===== src/rtl/tfs_pkg.sv =====
package tfs_pkg;
  typedef enum logic [1:0] {
    OUT_OK    = 2'd0,
    OUT_UNDEF = 2'd1,
    OUT_TRAP  = 2'd2
  } outcome_e;

  typedef struct packed {
    logic [1:0] op0;
    logic [2:0] op1;
    logic [3:0] crn;
    logic [3:0] crm;
    logic [2:0] op2;
  } sysreg_enc_t;

  localparam int ENC_W = $bits(sysreg_enc_t);
  localparam sysreg_enc_t STATUS_ENC = '{op0: 2'd3, op1: 3'd0, crn: 4'd5, crm: 4'd6, op2: 3'd1};
  localparam logic [5:0] EC_SYSREG = 6'h18;
endpackage


===== src/rtl/tfs_enc_match.sv =====
module tfs_enc_match
  import tfs_pkg::*;
(
  input  logic             req_valid,
  input  logic [ENC_W-1:0] req_enc,
  output logic             hit
);
  sysreg_enc_t enc;
  always_comb begin
    enc = sysreg_enc_t'(req_enc);
    hit = req_valid &&
          (enc.op0 == STATUS_ENC.op0) && (enc.op1 == STATUS_ENC.op1) &&
          (enc.crn == STATUS_ENC.crn) && (enc.crm == STATUS_ENC.crm) &&
          (enc.op2 == STATUS_ENC.op2);
  end
endmodule


===== src/rtl/tfs_perm_chk.sv =====
module tfs_perm_chk
  import tfs_pkg::*;
#(
  parameter bit PRESENT = 1'b1
) (
  input  logic [1:0] cur_el,
  input  logic       el2_enabled,
  input  logic       el0_host,
  input  logic       el2_tag_en,
  input  logic       el3_present,
  input  logic       el3_tag_en,
  output outcome_e   outcome,
  output logic [1:0] target_el
);
  logic to_el2, to_el3;

  always_comb begin
    to_el2    = el2_enabled && !el0_host && !el2_tag_en;
    to_el3    = el3_present && !el3_tag_en;
    outcome   = OUT_OK;
    target_el = 2'd0;
    if (!PRESENT) begin
      outcome = OUT_UNDEF;
    end else begin
      unique case (cur_el)
        2'd0: outcome = OUT_UNDEF;
        2'd1: begin
          if (to_el2) begin
            outcome   = OUT_TRAP;
            target_el = 2'd2;
          end else if (to_el3) begin
            outcome   = OUT_TRAP;
            target_el = 2'd3;
          end
        end
        2'd2: begin
          if (to_el3) begin
            outcome   = OUT_TRAP;
            target_el = 2'd3;
          end
        end
        default: outcome = OUT_OK;
      endcase
    end
  end
endmodule


===== src/rtl/tfs_flag_store.sv =====
module tfs_flag_store #(
  parameter bit PRESENT = 1'b1,
  parameter int FLAG_W  = 2
) (
  input  logic              clk,
  input  logic              rst,
  input  logic              flt_valid,
  input  logic              flt_va55,
  input  logic              wr_en,
  input  logic [FLAG_W-1:0] wr_flags,
  output logic [FLAG_W-1:0] flags
);
  generate
    if (PRESENT) begin : g_store
      for (genvar i = 0; i < FLAG_W; i++) begin : g_bit
        logic set_now;
        logic bit_q;
        assign set_now = flt_valid && (int'(flt_va55) == i);
        always_ff @(posedge clk) begin
          if (rst)        bit_q <= 1'b0;
          else if (wr_en) bit_q <= wr_flags[i] | set_now;
          else            bit_q <= bit_q | set_now;
        end
        assign flags[i] = bit_q;
      end
    end else begin : g_absent
      logic unused_absent;
      assign unused_absent = clk ^ rst ^ flt_valid ^ flt_va55 ^ wr_en ^ (^wr_flags);
      assign flags = '0;
    end
  endgenerate
endmodule


===== src/rtl/async_tagflt_status.sv =====
module async_tagflt_status
  import tfs_pkg::*;
#(
  parameter int DATA_W  = 64,
  parameter int EC_W    = 6,
  parameter bit PRESENT = 1'b1
) (
  input  logic              clk,
  input  logic              rst,
  input  logic              flt_valid,
  input  logic              flt_va55,
  input  logic              req_valid,
  input  logic              req_write,
  input  logic [15:0]       req_enc,
  input  logic [DATA_W-1:0] req_wdata,
  input  logic [1:0]        cur_el,
  input  logic              el2_enabled,
  input  logic              el0_host,
  input  logic              el2_tag_en,
  input  logic              el3_present,
  input  logic              el3_tag_en,
  output logic              resp_ok,
  output logic              resp_undef,
  output logic              trap_valid,
  output logic [1:0]        trap_el,
  output logic [EC_W-1:0]   trap_class,
  output logic [DATA_W-1:0] rd_data
);
  localparam int FLAG_W = 2;

  logic              hit;
  outcome_e          outcome;
  logic [1:0]        target_el;
  logic              wr_en;
  logic [FLAG_W-1:0] flags_q;
  logic              unused_wdata_hi;

  assign unused_wdata_hi = ^req_wdata[DATA_W-1:FLAG_W];

  tfs_enc_match u_match (
    .req_valid (req_valid),
    .req_enc   (req_enc),
    .hit       (hit)
  );

  tfs_perm_chk #(.PRESENT(PRESENT)) u_perm (
    .cur_el      (cur_el),
    .el2_enabled (el2_enabled),
    .el0_host    (el0_host),
    .el2_tag_en  (el2_tag_en),
    .el3_present (el3_present),
    .el3_tag_en  (el3_tag_en),
    .outcome     (outcome),
    .target_el   (target_el)
  );

  assign wr_en = hit && (outcome == OUT_OK) && req_write;

  tfs_flag_store #(.PRESENT(PRESENT), .FLAG_W(FLAG_W)) u_flags (
    .clk       (clk),
    .rst       (rst),
    .flt_valid (flt_valid),
    .flt_va55  (flt_va55),
    .wr_en     (wr_en),
    .wr_flags  (req_wdata[FLAG_W-1:0]),
    .flags     (flags_q)
  );

  always_ff @(posedge clk) begin
    if (rst) begin
      resp_ok    <= 1'b0;
      resp_undef <= 1'b0;
      trap_valid <= 1'b0;
      trap_el    <= 2'd0;
      trap_class <= '0;
      rd_data    <= '0;
    end else begin
      resp_ok    <= hit && (outcome == OUT_OK);
      resp_undef <= hit && (outcome == OUT_UNDEF);
      trap_valid <= hit && (outcome == OUT_TRAP);
      trap_el    <= (hit && outcome == OUT_TRAP) ? target_el : 2'd0;
      trap_class <= (hit && outcome == OUT_TRAP) ? EC_W'(EC_SYSREG) : '0;
      rd_data    <= (hit && outcome == OUT_OK && !req_write)
                    ? {{(DATA_W-FLAG_W){1'b0}}, flags_q} : '0;
    end
  end
endmodule


===== config.mk =====
export PLATFORM = sky130hd
export DESIGN_NAME = async_tagflt_status
export DESIGN_NICKNAME = d
export VERILOG_FILES = /design/src/rtl/tfs_pkg.sv /design/src/rtl/tfs_enc_match.sv /design/src/rtl/tfs_perm_chk.sv /design/src/rtl/tfs_flag_store.sv /design/src/rtl/async_tagflt_status.sv
export SDC_FILE = /design/constraint.sdc
export NUM_CORES = 1
export LEC_CHECK = 0
export BUFFER_PORTS_ARGS = -buffer_cell sky130_fd_sc_hd__clkbuf_2
export CAP_MARGIN = 20
export CORE_AREA = 2 2 64 66
export CTS_BUF_LIST = sky130_fd_sc_hd__clkbuf_2 sky130_fd_sc_hd__clkbuf_4 sky130_fd_sc_hd__clkbuf_8
export DETAILED_ROUTE_END_ITERATION = 7
export DIE_AREA = 0 0 66 68
export PLACE_DENSITY = 0.81
export REMOVE_ABC_BUFFERS = 1
export SKIP_LAST_GASP = 1
export SYNTH_ARGS = -nofsm -noshare
export SYNTH_HDL_FRONTEND = slang
export SYNTH_SLANG_ARGS = --single-unit

===== constraint.sdc =====
create_clock -name clk -period 3 [get_ports clk]
set_input_delay 0.3 -clock clk [delete_from_list [all_inputs] [get_ports clk]]
set_output_delay 0.3 -clock clk [all_outputs]
set_load 0.02 [all_outputs]

==> metrics.md, run 1 <==
| Metric | Value |
|---|---|
| Run status | completed |
| Tmin final | approximately 1.8 ns |
| Maxcap violations | 0 |
| Slew Viols, Final | 0 |
| CTS Buf Count | 3 |
| CP arrival | 1.91 ns |
| Chip width | 66 µm |
| Final Skew | 0.0000768 ns |
| Fmax | 559 MHz |
| Clock sinks | 9 |
| Syn_area_per_cell | 8.59 µm² |
| CP Max Fanout | 7 |
| Sequential fraction of the synthesis area | 17.8% |
| Crit. End Element | flip-flop |
| Peak supply drop | 0.0783 mV |
| Clk buf depth | 2 |
| Min-delay worst type | primary input to flip-flop |
| Setup Buffers After CTS | 0 |
| First-pass GRT wire length | 2170 µm |
| Post-layout nets | 257 |
| Post-route met1 wirelength | roughly 540 µm |
| Met2 routed WL | 871 µm |
| Critical path type | primary input to flip-flop |
| Cell taking the most area after synthesis | buf_4 |
| YS warnings | 0 |
| GRT Total Usage | roughly 6.6% |
| Top cell type's share of synthesized area | around half |
| Vias in the first global route | approximately 540 |
| Core area | 0.00386 mm² |
| Clk_lat worst skew | 0.23 ns |
| Area grow syn2layout | 3.95% |
| Routed via count | 690 |
| # H-tree levels | 1 |
| Final setup fails | 0 |
| Clock Tree Root | clkbuf_8 |
| FP Rows | 23 |
| Pre-antenna DRT Iters | 3 |
| Hold-fix buffers at CTS | 0 |
| Die Height | 68 µm |
| Pwr Density | 364 mW/mm² |
| WL/cell | slightly above 8 µm |
| Setup TNS | 0 ns |
| RSZ-0062 raised after global routing | false |
| Syn Inst Count | around 120 |
| Final RePlAce weighted congestion | roughly 0.72 |
| DRT Wirelength | 1720 µm |
| Global route overflow | 0 |
| # resized after CTS | 0 |
| Final antenna-violating net count | 0 |
| Top post-synthesis cells by area | buf_4 50%, dfxtp_1 18%, ha_1 6.2% |
| Total Power | 0.000383 W |
| DRC errors left | 0 |
| Diode count | 0 |
| Final Cycle Share | between 50% and 60% |
| Yosys cell types | 23 |
| Flops & latches, synth | 9 |
| WL met3 | 279 µm |
| Startpoint class of the critical path | primary input |
| CTS tree | done |
| Largest net degree at the start of global routing | 8 |
| Critical Path RT | between 3 and 4 ns |
| Worst-path clk slew | 0.04 ns |
| Top sig layer | met4 |
| Layout cells sized above 1 | a little under a third |
| Filler cells | between 400 and 500 |
| IO buf count | 39 |
| Initial drt markers | 12 |
| Die area | between 0.004 and 0.005 mm² |
| Initial antenna violation count | 0 |
| Final hold vios | 0 |
| Synthesized area | around 0.0010 mm² |
| Initial Util | 26.3% |
| Boundary Pins | 168 |
| Leakage power figure | 0.612 nW |
| DR vias/cell | 3.32 |
[stage by stage]
step / utilization [%] / worst slack (ns) / hold slack, ns / instance area [µm²] / cells
6_report: 27.3 / 1.21 / 0.308 / 1050 / 208
2_1_floorplan: - / 1.30 / 0.369 / 747 / 115
3_5_place_dp: 26.1 / 0.867 / 0.471 / 1000 / 204
5_1_grt: 27.3 / 1.05 / 0.316 / 1050 / 208
3_3_place_gp: 26.1 / 0.890 / 0.460 / 1000 / 204
4_1_cts: 27.3 / 1.11 / 0.302 / 1050 / 208
[synth_stat cells]
master / n
buf_4: 68
dfxtp_1: 9
ha_1: 5
inv_1: 5
nand2_1: 4
nand2b_1: 3
nor3b_1: 3
a31oi_1: 2
nor2_1: 2
nor4b_2: 2
o31ai_1: 2
or4_1: 2
a2111oi_2: 1
a21oi_2: 1
and3_1: 1
and3b_1: 1
conb_1: 1
nand4_2: 1
nor3b_2: 1
nor4bb_1: 1
o211ai_1: 1
or3b_1: 1
or4_4: 1
[cell families after synthesis]
logic type	Yosys count	share of synthesized area, %
buffers and inverters	73	52.2
adders and majority gates	5	6.17
and+or+nand+nor	23	17.7
DFF	9	17.8
other	1	0.370
AOI/OAI and AO/OA	7	5.80
[path summary, 6_finish.rpt]
kind | depth (start not counted) | slack (ns) | startpoint | to
max | 6 | 1.21 | req_enc[11] | trap_el[0]$_SDFF_PP0_
max reg2reg | 2 | 2.39 | u_flags.g_store.g_bit[0].bit_q$_SDFF_PP0_ | u_flags.g_store.g_bit[0].bit_q$_SDFF_PP0_
min reg2reg | 1 | 0.48 | u_flags.g_store.g_bit[1].bit_q$_SDFF_PP0_ | rd_data[1]$_SDFF_PP0_
min | 2 | 0.31 | req_write | rd_data[0]$_SDFF_PP0_
[per-layer routing]
metal  global-route usage (%)  up-vias
met4                     4.59        0
met1                     6.02      285
met5                        0        -
met2                     13.3       68
li1                         -      333
met3                    0.987        4
[worst max-delay path, cell delays in order]
cell and delay, ns:
clkbuf_2 0.09, nor4bb_1 0.33, and3_1 0.23, nand4_2 0.17, or3b_1 0.46, a2111oi_2 0.34
[state kept, by name, summed over array words and instances, names as in the netlist]
register / flops
resp_ok: 1
u_flags.g_store.g_bit.bit_q: 2
trap_class: 1
trap_el: 2
resp_undef: 1
rd_data: 2
[power by group]
part	leakage [nW]	internal (W)	switching [W]	total (W)
Clock	0.0262	0.000101	0.0000439	0.000145
Combinational	0.513	0.0000230	0.0000920	0.000115
Sequential	0.0729	0.000122	0.000000907	0.000123
Total	0.612	0.000246	0.000137	0.000383
[layout by cell type (no fill, tap or decap), drive strengths merged]
cell / n
dfxtp: 9
conb: 66
a2111oi: 1
and3: 1
nor4bb: 1
a21oi: 1
or3b: 1
a31oi: 2
or4: 3
o31ai: 2
o211ai: 1
nand2: 4
nor2: 2
clkbuf: 43
nand2b: 3
nand4: 1
ha: 5
and3b: 1
inv: 5
nor3b: 4
nor4b: 2
[area by class of cell]
cell class / count / area (µm²) / share of cell area [%]
Multi-Input combinational cell: 101 / 548 / 52.0
Timing Repair Buffer: 39 / 195 / 18.5
Sequential cell: 9 / 180 / 17.1
Tap cell: 50 / 62.6 / 5.94
Clock buffer: 4 / 48.8 / 4.63
Inverter: 5 / 18.8 / 1.78
Note: power is estimated with default switching activity, not from simulation.
==> run 2: changes to the inputs <==
--- a/config.mk
+++ b/config.mk
@@ -7,11 +7,11 @@
 export LEC_CHECK = 0
 export BUFFER_PORTS_ARGS = -buffer_cell sky130_fd_sc_hd__clkbuf_2
 export CAP_MARGIN = 20
-export CORE_AREA = 2 2 64 66
+export CORE_AREA = 2 2 66 68
 export CTS_BUF_LIST = sky130_fd_sc_hd__clkbuf_2 sky130_fd_sc_hd__clkbuf_4 sky130_fd_sc_hd__clkbuf_8
 export DETAILED_ROUTE_END_ITERATION = 7
-export DIE_AREA = 0 0 66 68
-export PLACE_DENSITY = 0.81
+export DIE_AREA = 0 0 68 70
+export PLACE_DENSITY = 0.8
 export REMOVE_ABC_BUFFERS = 1
 export SKIP_LAST_GASP = 1
 export SYNTH_ARGS = -nofsm -noshare
==> constraint.sdc (replaced) <==
create_clock -name clk -period 1.47 [get_ports clk]
set_input_delay 0.147 -clock clk [delete_from_list [all_inputs] [get_ports clk]]
set_output_delay 0.147 -clock clk [all_outputs]
set_load 0.02 [all_outputs]
==> run 2 against run 1 <==
  * Core utilization is 2.6 points higher
  * First-iteration DRC count grew 33%
  * Sequential cell count unchanged
  * Global-route usage barely moved
  * Design area increased by 18%
  * Non-clock buffer count grew 13
  * Setup slack got worse by 1.2 ns
  * Via count is 7.5% higher
  * Clock skew hardly changed
  * Register-to-register slack lost 1.5 ns
  * Total power rose by 110%
  * Sequential power rose by 100%
  * Critical path type unchanged
  * Largest cell class unchanged
==> metrics.md, run 2 (synthesized netlist as in run 1, its figures left out) <==
| Metric | Value |
|---|---|
| Run status | completed |
| Critical Path, Cell by Cell | clkbuf_2 -> nor4bb_1 -> and3_1 -> nand4_4 -> or3b_4 -> a2111oi_4 |
| Boundary Pins | 168 (unchanged) |
| Pwr Density | 659 mW/mm² (+81%) |
| Initial drt markers | 16 (+4) |
| Core area | 0.00414 mm² (+7.5%) |
| Die area | 0.00476 mm² (+6.1%) |
| GRT Total Usage | 6.62% (+0.038 points) |
| Tmin final | between 1 and 1.5 ns |
| Worst-path clk slew | 0.04 ns (about the same) |
| Clk_lat worst skew | 0.23 ns (about the same) |
| Fmax | roughly 700 MHz |
| CTS tree | done |
| Clk buf depth | 2 (unchanged) |
| Register-to-Register Setup Slack | 0.88 ns (-1.51 ns) |
| Global route overflow | 0 (unchanged) |
| Area grow syn2layout | 22.3% |
| CTS Buf Count | 3 (unchanged) |
| Maxcap violations | 0 (unchanged) |
| Crit path largest cell delay | 0.42 ns (-0.04 ns) |
| Clock Tree Root | clkbuf_8 |
| DRT Wirelength | 1730 µm (+0.46%) |
| Top Family by Delay on Critical Path | simple AND/OR/NAND/NOR gates |
| WHS | 0.161 ns (-0.147 ns) |
| Final Skew | 0.000111 ns (+0.0000340 ns) |
| Chip width | 68 µm (+3.0%) |
| Slowest CP cell | or3b_4 |
| Diode count | 0 (unchanged) |
| Final setup fails | 0 (unchanged) |
| Vias in the first global route | 630 (+17%) |
| Commonest cells after routing, fill and taps aside | 66 x conb_1, 37 x clkbuf_2, 13 x buf_4 |
| DRC errors left | 0 (unchanged) |
| Layout cells sized above 1 | 41.5% (+9.9 points) |
| Clock sinks | 9 (unchanged) |
| Final antenna-violating net count | 0 (unchanged) |
| Top flop regs | rd_data (2), trap_el (2), u_flags.g_store.g_bit.bit_q (2) |
| RSZ-0062 raised after global routing | true |
| CP arrival | 1.58 ns (-0.33 ns) |
| Critical Path RT | 1.60 ns (-1.53 ns) |
| Dpl hpwl | 1530 µm |
| Pre-antenna DRT Iters | 4 (+1) |
| Post-layout nets | 270 (+5.1%) |
| Die Height | 70 µm (+2.9%) |
| CP Max Fanout | 6 (-1) |
| Critical path type | primary input to flip-flop |
| FP Rows | 24 (+4.3%) |
| Slew Viols, Final | 0 (unchanged) |
| Initial Util | 24.5% (-1.8 points) |
| First-pass GRT wire length | 2430 µm (+12%) |
| Final hold vios | 0 (unchanged) |
| IO buf count | 39 (unchanged) |
| Crit. End Element | flip-flop |
| DR vias/cell | 3.33 (+0.30%) |
| WL/cell | 7.76 µm (-6.3%) |
| # H-tree levels | 1 (unchanged) |
| Leading cell type in the layout, fill and taps excluded | conb_1 |
| Hold-fix buffers at CTS | 0 (unchanged) |
| Final Cycle Share | 98.9% |
| Final RePlAce weighted congestion | 0.747 (+4.1%) |
| Largest net degree at the start of global routing | 7 (-1) |
| Startpoint class of the critical path | primary input |
| Initial antenna violation count | 0 (unchanged) |
| Buffers & Inverters on Critical Path | 1 (unchanged) |
| Setup TNS | 0 ns (unchanged) |
| Finished Core Util | 29.9% (+2.6 points) |
| Peak supply drop | 0.169 mV (+120%) |
| Routed via count | 742 (+7.5%) |
| Min-delay worst type | primary input to flip-flop |
| Filler cells | 448 (+2.1%) |
| Leakage power figure | 0.693 nW (+13%) |
[run 2: cell count changes in the layout (fill, tap and decap cells not counted), sizes merged]
cell,previous run,this run
clkbuf,43,41
buf,0,15
[run 2: timing repair]
action | 4_1_cts | 5_1_grt
resized for setup | 5 | 15
setup buffers | 1 | 0
pin swaps | 4 | 6
setup endpoints to repair | 2 | 5
[run 2: through the flow]
step | setup WS, ns | total power, W | std cells | instance area (µm²)
floorplan | -0.0747 | 0.000433 | 115 | 747
global placement | -0.230 | 0.000499 | 218 | 1100
detailed placement | -0.301 | 0.000502 | 218 | 1100
CTS | -0.0166 | 0.000814 | 223 | 1190
global route | -0.0599 | 0.000859 | 223 | 1240
finish | 0.0164 | 0.000817 | 223 | 1240
[run 2: final timing paths]
check,start,to,depth (start not counted)
setup / recovery,req_enc[12],trap_el[0]$_SDFF_PP0_,6
hold / removal,rst,u_flags.g_store.g_bit[0].bit_q$_SDFF_PP0_,2
setup reg to reg,u_flags.g_store.g_bit[1].bit_q$_SDFF_PP0_,u_flags.g_store.g_bit[1].bit_q$_SDFF_PP0_,2
hold reg to reg,u_flags.g_store.g_bit[1].bit_q$_SDFF_PP0_,u_flags.g_store.g_bit[1].bit_q$_SDFF_PP0_,2
[run 2: layout make-up]
| cell class | instances | area [µm²] | area share [%] |
|---|---|---|---|
| tap | 52 | 65.1 | 5.25 |
| inverter | 5 | 21.3 | 1.72 |
| timing repair buffer | 52 | 305 | 24.6 |
| multi-input combinational | 101 | 619 | 49.9 |
| sequential | 9 | 180 | 14.5 |
| clock buffer | 4 | 48.8 | 3.94 |
[run 2: layer usage]
metal  part of all wire [%]  GRT usage (%)  up-vias
met1                     28           5.70      306
li1                       -              -      359
met5                      0              0        -
met2                     53           13.3       72
met3                     16           1.29        5
met4                    2.5           3.56        0
[run 2: where the power goes]
part / leakage [nW] / internal, W / switching [W]
combinational: 0.594 / 0.0000708 / 0.000199
sequential: 0.0729 / 0.000249 / 0.00000179
clock: 0.0262 / 0.000207 / 0.0000893
total: 0.693 / 0.000526 / 0.000290
[run 2: worst register-to-register path: stages, from the launching register on]
cell	delay, ns
dfxtp_1	0.30
o31ai_1	0.06
a31oi_1	0.11
